<file path="config.mk">
export PLATFORM = sky130hd
export DESIGN_NAME = bus_cycle_ctrl
export DESIGN_NICKNAME = d
export VERILOG_FILES = /design/src/rtl/bcc_pkg.sv /design/src/rtl/bcc_sequencer.sv /design/src/rtl/bcc_req_latch.sv /design/src/rtl/bcc_capture.sv /design/src/rtl/bcc_pin_drive.sv /design/src/rtl/bus_cycle_ctrl.sv
export SDC_FILE = /design/constraint.sdc
export NUM_CORES = 1
export LEC_CHECK = 0
export ABC_CLOCK_PERIOD_IN_PS = 2300
export BUFFER_PORTS_ARGS = -buffer_cell sky130_fd_sc_hd__buf_2
export CORE_MARGIN = 3
export CORE_UTILIZATION = 47
export DETAILED_ROUTE_END_ITERATION = 7
export PLACE_DENSITY_LB_ADDON = 0.05
export SYNTH_ARGS = -nofsm -noshare
export SYNTH_HDL_FRONTEND = slang
export SYNTH_SLANG_ARGS = --single-unit
</file>
<file path="constraint.sdc">
create_clock -name clk -period 2.3 [get_ports clk]
set_input_delay 0.115 -clock clk [delete_from_list [all_inputs] [get_ports clk]]
set_output_delay 0.115 -clock clk [all_outputs]
set_load 0.005 [all_outputs]
</file>
<file path="src/rtl/bcc_pkg.sv">
package bcc_pkg;

  localparam int OP_W = 3;

  typedef enum logic [2:0] {
    PH_IDLE = 3'd0,
    PH_T1   = 3'd1,
    PH_T2   = 3'd2,
    PH_TW   = 3'd3,
    PH_T3   = 3'd4,
    PH_T4   = 3'd5,
    PH_HELD = 3'd6
  } phase_e;

  // op[2] acknowledge, op[1] I/O space, op[0] write
  function automatic logic op_is_ack(input logic [OP_W-1:0] op);
    return op[2];
  endfunction

  function automatic logic op_is_write(input logic [OP_W-1:0] op);
    return !op[2] && op[0];
  endfunction

  function automatic logic op_is_read(input logic [OP_W-1:0] op);
    return !op[2] && !op[0];
  endfunction

  function automatic logic op_space_io(input logic [OP_W-1:0] op);
    return op[2] || op[1];
  endfunction

endpackage

</file>
<file path="src/rtl/bcc_sequencer.sv">
module bcc_sequencer
  import bcc_pkg::*;
(
  input  logic   clk,
  input  logic   rst_n,
  input  logic   req_valid,
  input  logic   ready,
  input  logic   hold,
  output phase_e phase,
  output logic   at_boundary,
  output logic   start_cycle,
  output logic   wait_ins,
  output logic   sample_pt
);

  phase_e phase_nx;

  assign at_boundary = (phase == PH_IDLE) || (phase == PH_T4) || (phase == PH_HELD);
  assign start_cycle = at_boundary && !hold && req_valid;
  assign wait_ins    = ((phase == PH_T2) || (phase == PH_TW)) && !ready;
  assign sample_pt   = (phase == PH_T3);

  always_comb begin
    phase_nx = PH_IDLE;
    case (phase)
      PH_IDLE, PH_T4, PH_HELD: begin
        if (hold)           phase_nx = PH_HELD;
        else if (req_valid) phase_nx = PH_T1;
        else                phase_nx = PH_IDLE;
      end
      PH_T1:        phase_nx = PH_T2;
      PH_T2, PH_TW: phase_nx = ready ? PH_T3 : PH_TW;
      PH_T3:        phase_nx = PH_T4;
      default:      phase_nx = PH_IDLE;
    endcase
  end

  always_ff @(posedge clk or negedge rst_n) begin
    if (!rst_n) phase <= PH_IDLE;
    else        phase <= phase_nx;
  end

endmodule

</file>
<file path="src/rtl/bcc_req_latch.sv">
module bcc_req_latch
  import bcc_pkg::*;
#(
  parameter int ADDR_W = 20,
  parameter int DATA_W = 8
) (
  input  logic              clk,
  input  logic              rst_n,
  input  logic              start_cycle,
  input  logic [OP_W-1:0]   req_op,
  input  logic [ADDR_W-1:0] req_addr,
  input  logic [DATA_W-1:0] req_wdata,
  output logic [OP_W-1:0]   op_q,
  output logic [ADDR_W-1:0] addr_q,
  output logic [DATA_W-1:0] wdata_q
);

  always_ff @(posedge clk or negedge rst_n) begin
    if (!rst_n) begin
      op_q    <= '0;
      addr_q  <= '0;
      wdata_q <= '0;
    end else if (start_cycle) begin
      op_q    <= req_op;
      addr_q  <= req_addr;
      wdata_q <= req_wdata;
    end
  end

endmodule

</file>
<file path="src/rtl/bcc_capture.sv">
module bcc_capture #(
  parameter int DATA_W = 8
) (
  input  logic              clk,
  input  logic              rst_n,
  input  logic              sample_pt,
  input  logic [DATA_W-1:0] ad_in,
  output logic [DATA_W-1:0] rd_data
);

  always_ff @(posedge clk or negedge rst_n) begin
    if (!rst_n)         rd_data <= '0;
    else if (sample_pt) rd_data <= ad_in;
  end

endmodule

</file>
<file path="src/rtl/bcc_pin_drive.sv">
module bcc_pin_drive
  import bcc_pkg::*;
#(
  parameter int ADDR_W = 20,
  parameter int DATA_W = 8
) (
  input  phase_e                   phase,
  input  logic [OP_W-1:0]          op_q,
  input  logic [ADDR_W-1:0]        addr_q,
  input  logic [DATA_W-1:0]        wdata_q,
  output logic [DATA_W-1:0]        ad_out,
  output logic                     ad_oe,
  output logic [ADDR_W-DATA_W-1:0] a_hi,
  output logic                     a_hi_oe,
  output logic                     ale,
  output logic                     rd_n,
  output logic                     wr_n,
  output logic                     den_n,
  output logic                     dt_r,
  output logic                     io_m,
  output logic                     inta_n,
  output logic                     hlda,
  output logic                     done
);

  logic in_cycle;
  logic strobe_win;
  logic held;

  assign in_cycle   = (phase == PH_T1) || (phase == PH_T2) || (phase == PH_TW) ||
                      (phase == PH_T3) || (phase == PH_T4);
  assign strobe_win = (phase == PH_T2) || (phase == PH_TW) || (phase == PH_T3);
  assign held       = (phase == PH_HELD);

  assign ale     = (phase == PH_T1);
  assign rd_n    = !(strobe_win && op_is_read(op_q));
  assign wr_n    = !(strobe_win && op_is_write(op_q));
  assign inta_n  = !(strobe_win && op_is_ack(op_q));
  assign den_n   = !strobe_win;
  assign ad_oe   = ((phase == PH_T1) && !op_is_ack(op_q)) ||
                   (strobe_win && op_is_write(op_q));
  assign ad_out  = (phase == PH_T1) ? addr_q[DATA_W-1:0] : wdata_q;
  assign a_hi    = addr_q[ADDR_W-1:DATA_W];
  assign a_hi_oe = in_cycle && !op_is_ack(op_q);
  assign io_m    = !held && op_space_io(op_q);
  assign dt_r    = !held && op_is_write(op_q);
  assign hlda    = held;
  assign done    = (phase == PH_T4);

endmodule

</file>
<file path="src/rtl/bus_cycle_ctrl.sv">
module bus_cycle_ctrl
  import bcc_pkg::*;
#(
  parameter int ADDR_W = 20,
  parameter int DATA_W = 8
) (
  input  logic                     clk,
  input  logic                     rst_n,
  input  logic                     req_valid,
  input  logic [2:0]               req_op,
  input  logic [ADDR_W-1:0]        req_addr,
  input  logic [DATA_W-1:0]        req_wdata,
  input  logic                     ready,
  input  logic                     hold,
  input  logic [DATA_W-1:0]        ad_in,
  output logic [DATA_W-1:0]        ad_out,
  output logic                     ad_oe,
  output logic [ADDR_W-DATA_W-1:0] a_hi,
  output logic                     a_hi_oe,
  output logic                     ale,
  output logic                     rd_n,
  output logic                     wr_n,
  output logic                     den_n,
  output logic                     dt_r,
  output logic                     io_m,
  output logic                     inta_n,
  output logic                     hlda,
  output logic [DATA_W-1:0]        rd_data,
  output logic                     done
);

  phase_e            phase;
  logic              at_boundary;
  logic              start_cycle;
  logic              wait_ins;
  logic              sample_pt;
  logic [OP_W-1:0]   op_q;
  logic [ADDR_W-1:0] addr_q;
  logic [DATA_W-1:0] wdata_q;

  bcc_sequencer u_seq (
    .clk         (clk),
    .rst_n       (rst_n),
    .req_valid   (req_valid),
    .ready       (ready),
    .hold        (hold),
    .phase       (phase),
    .at_boundary (at_boundary),
    .start_cycle (start_cycle),
    .wait_ins    (wait_ins),
    .sample_pt   (sample_pt)
  );

  bcc_req_latch #(.ADDR_W(ADDR_W), .DATA_W(DATA_W)) u_lat (
    .clk         (clk),
    .rst_n       (rst_n),
    .start_cycle (start_cycle),
    .req_op      (req_op),
    .req_addr    (req_addr),
    .req_wdata   (req_wdata),
    .op_q        (op_q),
    .addr_q      (addr_q),
    .wdata_q     (wdata_q)
  );

  bcc_capture #(.DATA_W(DATA_W)) u_cap (
    .clk       (clk),
    .rst_n     (rst_n),
    .sample_pt (sample_pt),
    .ad_in     (ad_in),
    .rd_data   (rd_data)
  );

  bcc_pin_drive #(.ADDR_W(ADDR_W), .DATA_W(DATA_W)) u_drv (
    .phase   (phase),
    .op_q    (op_q),
    .addr_q  (addr_q),
    .wdata_q (wdata_q),
    .ad_out  (ad_out),
    .ad_oe   (ad_oe),
    .a_hi    (a_hi),
    .a_hi_oe (a_hi_oe),
    .ale     (ale),
    .rd_n    (rd_n),
    .wr_n    (wr_n),
    .den_n   (den_n),
    .dt_r    (dt_r),
    .io_m    (io_m),
    .inta_n  (inta_n),
    .hlda    (hlda),
    .done    (done)
  );

endmodule

</file>
---- Word-level counts from Yosys, hierarchy flattened ----
Index checks and enable logic that the tools add are counted.
operators by class
  equality and inequality tests ........... 6
  multiplexer cells ....................... 5
  reduce and logical (&&, ||, !) cells .... 32
operators with widths
  operator                                                                number
  3-bit one-hot mux with 4 select lines                                   1
  1-bit logical AND                                                       11
  1-bit logical OR                                                        10
  3-bit equality test (second input constant)                             3
  1-bit zero test                                                         8
  8-bit two-way mux                                                       1
  3-bit by 2-bit equality test with 1-bit output (second input constant)  2
  3-bit two-way mux                                                       2
  3-bit by 1-bit equality test with 1-bit output (second input constant)  1
  3-bit zero test                                                         1
  3-bit OR reduction                                                      1
  2-bit OR reduction                                                      1
  1-bit two-way mux                                                       1
storage, ports and cells
  register bits after elaboration ......... 42
  input port bits ......................... 44
  logic and storage cells ................. 48

---- Depth between registers and ports, before layout ----
  depth in word-level cells ............... 6
  mapped depth ............................ 6
  depth with buffers taken out ............ 5

---- Hierarchy ----
Synthesis repeated with hierarchy kept, for this count alone.
unflattened totals
  cells, all modules ...................... 147
  area, all modules ....................... 2087.0 um2
by module, submodules not included
  module         instances  cells each  area each (um2)
  bcc_req_latch  1          65          1158.6
  bcc_pin_drive  1          42          362.8
  bcc_capture    1          17          331.6
  bcc_sequencer  1          23          234.0

---- Worst setup path before layout ----
Ideal clock, no wire load.
  path kind ............................... register to register
  start ................................... register u_seq.phase[2]
  end ..................................... register u_lat.addr_q[0]
  arrival ................................. 1568 ps
  data required time ...................... 2175 ps
  path slack .............................. 607 ps
  cell stages (with the launch flop) ...... 7
  buffers on the path ..................... 2
  period minus slack after synthesis ...... 1693 ps
  path through ............................ dfrtp_1 nor2b_4 and2_4 buf_6 nor3_4 buf_6 mux2_2
between the ends
  cells in the longest elaborated chain, start to end .. 5
  elaborated cells on any way between the ends .. 7
  classes of those cells .................. 2 x eq/ne; 5 x reduce/logical
ends and longest elaborated chain
  element                                                 RTL line             RTL
  from (decl)                                             bcc_sequencer.sv:9   output phase_e phase,
  from (signal assigned)                                  bcc_sequencer.sv:40  else phase <= phase_nx;
  3-bit equality test or 3-bit zero test (tied branches)  bcc_sequencer.sv:18  assign at_boundary = (phase == PH_IDLE) || (phase == PH_T4) || (phase == PH_HELD);
  1-bit logical OR                                        bcc_sequencer.sv:18
  1-bit logical OR *                                      bcc_sequencer.sv:18
  1-bit logical AND * (2 in series)                       bcc_sequencer.sv:19  assign start_cycle = at_boundary && !hold && req_valid;
  to (signal assigned)                                    bcc_req_latch.sv:25  addr_q <= req_addr;
  to (decl)                                               bcc_req_latch.sv:14  output logic [ADDR_W-1:0] addr_q,
Every way passes the cells marked *; elsewhere a longest branch is shown, timed or not.
A chain may end at the register's enable or synchronous reset.

---- Worst setup path after layout ----
  start ................................... register u_seq.phase[1]
  end ..................................... output rd_n
between the ends
  cells in the longest elaborated chain, start to end .. 5
  elaborated cells on any way between the ends .. 7
  classes of those cells .................. 3 x eq/ne; 4 x reduce/logical
ends and longest elaborated chain
  element                                         RTL line              RTL
  3-bit by 2-bit equality test with 1-bit output  bcc_pin_drive.sv:32   assign strobe_win = (phase == PH_T2) || (phase == PH_TW) || (phase == PH_T3);
  1-bit logical OR                                bcc_pin_drive.sv:32
  1-bit logical OR *                              bcc_pin_drive.sv:32
  1-bit logical AND *                             bcc_pin_drive.sv:36   assign rd_n = !(strobe_win && op_is_read(op_q));
  1-bit zero test *                               bcc_pin_drive.sv:36
  to (decl)                                       bus_cycle_ctrl.sv:21  output logic rd_n,
Marks and branches as above.

==> impl_table.tex <==
\begin{tabular}{lr}
\hline
Metric & Value \\
\hline
\multicolumn{2}{l}{\textbf{Status}} \\
\quad Result of the run & completed \\
\multicolumn{2}{l}{\textbf{Pwr}} \\
\quad Net switching share of the total power & 31.4\% \\
\quad Leakage Power & 0.00117 uW \\
\quad Power share of the clock group & 16.5\% \\
\quad Internal power & 2300 uW \\
\quad Sequential power share & 41.4\% \\
\quad Pwr per Cell Area & roughly 1400 nW/um\^{}2 \\
\quad Worst VDD drop & 574 uV \\
\quad Switching power & 1050 uW \\
\quad Combinational share of power & a little over two fifths \\
\multicolumn{2}{l}{\textbf{Final layout}} \\
\quad Signed area change from the synthesized netlist to the final layout & 23.9\% \\
\quad Post-route non-filler standard cell count & roughly 270 \\
\quad Number of antenna repair diodes & 0 \\
\quad Layout cells sized above 1 & 62.9\% \\
\quad Post-layout net count & around 260 \\
\quad Filler cell count in the final layout & 309 \\
\quad Final instance area & 2440 um\^{}2 \\
\multicolumn{2}{l}{\textbf{GRT}} \\
\quad Global-route wire length before repair & 6510 um \\
\quad Via count of the first global-routing pass & 1491 \\
\quad Pin count of the biggest net entering global routing & between 40 and 50 \\
\quad Total congestion overflow & 0 \\
\quad Antenna violations before repair & 0 \\
\quad Global router's overall resource usage & 16.3\% \\
\multicolumn{2}{l}{\textbf{Logic synthesis}} \\
\quad Post-synth cell types & 29 \\
\quad Leading post-synthesis cells by instance count & sky130\_fd\_sc\_hd\_\_mux2\_2 (43), sky130\_fd\_sc\_hd\_\_dfrtp\_1 (42), sky130\_fd\_sc\_hd\_\_buf\_4 (12) \\
\quad Synth Area per Inst & between 10 and 15 um\^{}2 \\
\quad Synth Net Count & between 150 and 200 \\
\quad Cell taking the most area after synthesis & sky130\_fd\_sc\_hd\_\_dfrtp\_1 \\
\quad Cells after Synth & 146 \\
\quad Synthesis warning total & 0 \\
\quad Most common cell in the synthesized netlist & sky130\_fd\_sc\_hd\_\_mux2\_2 \\
\quad Flip-flop and latch count after synthesis & 42 \\
\quad Mapped cell area & 1970 um\^{}2 \\
\quad Share of Yosys cell area claimed by the top area cell type & 53.3\% \\
\quad Sequential cell area fraction in the yosys report & a little over half \\
\quad Post-synth top flop & sky130\_fd\_sc\_hd\_\_dfrtp\_1 \\
\quad Number of flops mapped to enable cells by yosys & 0 \\
\quad Post-synth ARST share & 100\% \\
\quad Leading post-synthesis cells by cell area & sky130\_fd\_sc\_hd\_\_dfrtp\_1 (53\%), sky130\_fd\_sc\_hd\_\_mux2\_2 (25\%), sky130\_fd\_sc\_hd\_\_buf\_4 (4.6\%), sky130\_fd\_sc\_hd\_\_mux2\_1 (2.9\%), sky130\_fd\_sc\_hd\_\_buf\_6 (2.3\%) \\
\multicolumn{2}{l}{\textbf{Timing}} \\
\quad Worst-margin pin slew & 0.897 ns \\
\quad Final Critical Period & 2.06 ns \\
\quad Setup violators final & 0 \\
\quad Fin. max-slew vios & 0 \\
\quad Total count of hold-check failures in the final report & 0 \\
\quad Sum of negative setup slack & 0 ns \\
\quad RSZ-0062 raised after global routing & false \\
\quad Highest attainable clock frequency & 485 MHz \\
\quad Final clock period utilization by the worst path & 89.6\% \\
\quad Headroom to the max-slew limit & about two fifths \\
\quad Max Clock Skew & 0.00401 ns \\
\multicolumn{2}{l}{\textbf{Floorplan}} \\
\quad Initial Util & 51.2\% \\
\quad Rows & 22 \\
\quad I/O pin total & 83 \\
\quad Die height & roughly 71 um \\
\quad Die Span X & 70.8 um \\
\quad Placeable Area & $\sim$3900 um\^{}2 \\
\quad Total die area & roughly 5000 um\^{}2 \\
\multicolumn{2}{l}{\textbf{Placement}} \\
\quad Area after detailed placement & between 2000 and 2500 um\^{}2 \\
\quad Weighted congestion reported at the end of routability-driven placement & 0.899 \\
\quad I/O Buffers & 82 \\
\quad Cell total after placement & 260 \\
\quad DPL Wire Length & 2910 um \\
\multicolumn{2}{l}{\textbf{Route}} \\
\quad Ratio of routed vias to standard cells & 5.00 \\
\quad Total wire length & 3850 um \\
\quad Routed length per instance & 14.3 um \\
\quad Number of vias after detailed routing & $\sim$1.3k \\
\quad Post-route DRC & 0 \\
\quad Number of search-and-repair iterations in the first detailed-routing pass & 4 \\
\quad Violation count after the first detailed-routing iteration & 53 \\
\quad Final ANT Viol Nets & 0 \\
\multicolumn{2}{l}{\textbf{Worst hold path}} \\
\quad Class of the tightest hold or removal check & in -> reg \\
\multicolumn{2}{l}{\textbf{Clock network}} \\
\quad Htree depth & 2 \\
\quad TritonCTS buffer count & 5 \\
\quad Number of clock sinks & 42 \\
\quad Deepest clock path buffer count & 2 \\
\quad CTS tree & built \\
\quad Clock latency on the worst-skew pair & 0.28 ns \\
\quad Library cell used as clock root buffer & sky130\_fd\_sc\_hd\_\_clkbuf\_8 \\
\quad Clock-pin slew of the registers on the worst-case setup and hold paths & 0.07 ns \\
\multicolumn{2}{l}{\textbf{Setup path}} \\
\quad Maximum fanout along the worst path & 12 \\
\quad Register-to-register path setup slack & 0.48 ns \\
\quad Worst Setup Start Kind & register \\
\quad Data arrival, critical path & 1.95 ns \\
\quad Worst setup path class & reg -> out \\
\quad Crit. End Element & output pin \\
\quad Critical Path RT & 2.18 ns \\
\multicolumn{2}{l}{\textbf{Run}} \\
\quad Max capacitance violation total & 0 \\
\hline
\end{tabular}
## layout make-up
class,count,area (um^2),share of cell area (%)
clock buffers,7,76.3,3.12
clock inverters,1,30.0,1.23
inverters,3,11.3,0.461
multi-input cells,83,767,31.4
flip-flops and latches,42,1050,43.0
well taps,48,60.1,2.46
repair buffers,85,448,18.3
## cells by family (layout without fill, tap and decap cells)
group,Yosys count,count (layout),synth area share [%]
DFF,42,42,53.3
adders and majority gates,1,1,0.507
and+or+nand+nor,26,26,8.37
buffers and inverters,21,96,7.86
AOI/OAI and AO/OA,8,8,2.60
muxes,48,48,27.4
## per-layer routing
layer	vias to the layer above	wire length, um	GRT usage, %
met5	-	0	0
met4	0	31	6.89
met3	4	333	5.26
met2	59	1980	28.4
met1	639	1510	18.3
li1	642	-	-
## repair_timing
item	in CTS	in global routing
buffers inserted	0	0
setup endpoints to repair	0	1
hold buffers	1	0
resized for setup	0	1
hold endpoints to repair	42	0
## final timing paths
path,start,end,depth (start not counted)
setup reg to reg,u_seq.phase[1]$_DFF_PN0_,u_lat.addr_q[8]$_DFFE_PN0P_,5
hold reg to reg,u_lat.addr_q[2]$_DFFE_PN0P_,u_lat.addr_q[2]$_DFFE_PN0P_,1
min in group asynchronous,rst_n,u_seq.phase[0]$_DFF_PN0_,2
hold / removal,req_wdata[4],u_lat.wdata_q[4]$_DFFE_PN0P_,2
setup / recovery,u_seq.phase[1]$_DFF_PN0_,rd_n,5
max in group asynchronous,rst_n,u_seq.phase[2]$_DFF_PN0_,2
## flip-flops by register name, summed over array words and instances (netlist names)
signal / flops
u_cap.rd_data: 8
u_lat.addr_q: 20
u_lat.op_q: 3
u_seq.phase: 3
u_lat.wdata_q: 8
## power by group through the flow
stage	Combinational, uW	Sequential (uW)	Clock (uW)
2_1_floorplan	1100	1310	0
3_3_place_gp	1390	1360	0
3_5_place_dp	1440	1400	0
4_1_cts	1450	1390	574
5_1_grt	1560	1450	603
6_report	1410	1390	552
## cells in the final DEF (no fill, tap or decap)
master	n
sky130_fd_sc_hd__mux2_1	5
sky130_fd_sc_hd__clkbuf_1	2
sky130_fd_sc_hd__nand3_1	1
sky130_fd_sc_hd__buf_4	1
sky130_fd_sc_hd__mux2_2	43
sky130_fd_sc_hd__inv_1	3
sky130_fd_sc_hd__clkbuf_8	5
sky130_fd_sc_hd__maj3_1	1
sky130_fd_sc_hd__dlygate4sd3_1	1
sky130_fd_sc_hd__bufinv_16	1
sky130_fd_sc_hd__and2_4	1
sky130_fd_sc_hd__nor3b_1	1
sky130_fd_sc_hd__o221ai_1	1
sky130_fd_sc_hd__nor2b_1	3
sky130_fd_sc_hd__buf_2	82
sky130_fd_sc_hd__a21oi_1	1
sky130_fd_sc_hd__and2_1	1
sky130_fd_sc_hd__nor3_1	1
sky130_fd_sc_hd__nor2b_4	1
sky130_fd_sc_hd__dfrtp_2	1
sky130_fd_sc_hd__o21a_1	1
sky130_fd_sc_hd__or2_2	1
sky130_fd_sc_hd__nand3b_1	2
sky130_fd_sc_hd__o21ai_0	3
sky130_fd_sc_hd__buf_12	1
sky130_fd_sc_hd__and3_1	2
sky130_fd_sc_hd__nor2_1	6
sky130_fd_sc_hd__nor3_2	1
sky130_fd_sc_hd__or3_1	1
sky130_fd_sc_hd__nand2_1	3
sky130_fd_sc_hd__a211oi_1	2
sky130_fd_sc_hd__dfrtp_1	41
sky130_fd_sc_hd__nor3_4	1
## critical path, cell delays in order, from the launching register on
cell	delay (ns)
sky130_fd_sc_hd__dfrtp_1	0.60
sky130_fd_sc_hd__nor2b_1	0.35
sky130_fd_sc_hd__or2_2	0.20
sky130_fd_sc_hd__inv_1	0.06
sky130_fd_sc_hd__or3_1	0.32
sky130_fd_sc_hd__buf_2	0.14
## metrics by stage
| stage | hold WS (ns) | setup WS [ns] | power [uW] | utilization [%] |
|---|---|---|---|---|
| 5_1_grt | 0.0327 | 0.132 | 3610 | 63.4 |
| 4_1_cts | 0.0321 | 0.110 | 3410 | 63.4 |
| 2_1_floorplan | -0.181 | 0.607 | 2410 | - |
| 6_report | 0.0425 | 0.240 | 3350 | 63.4 |
| 3_5_place_dp | 0.302 | 0.424 | 2840 | 60.4 |
| 3_3_place_gp | 0.283 | 0.512 | 2750 | 60.4 |
No activity file was read; power rests on OpenSTA's default activity.
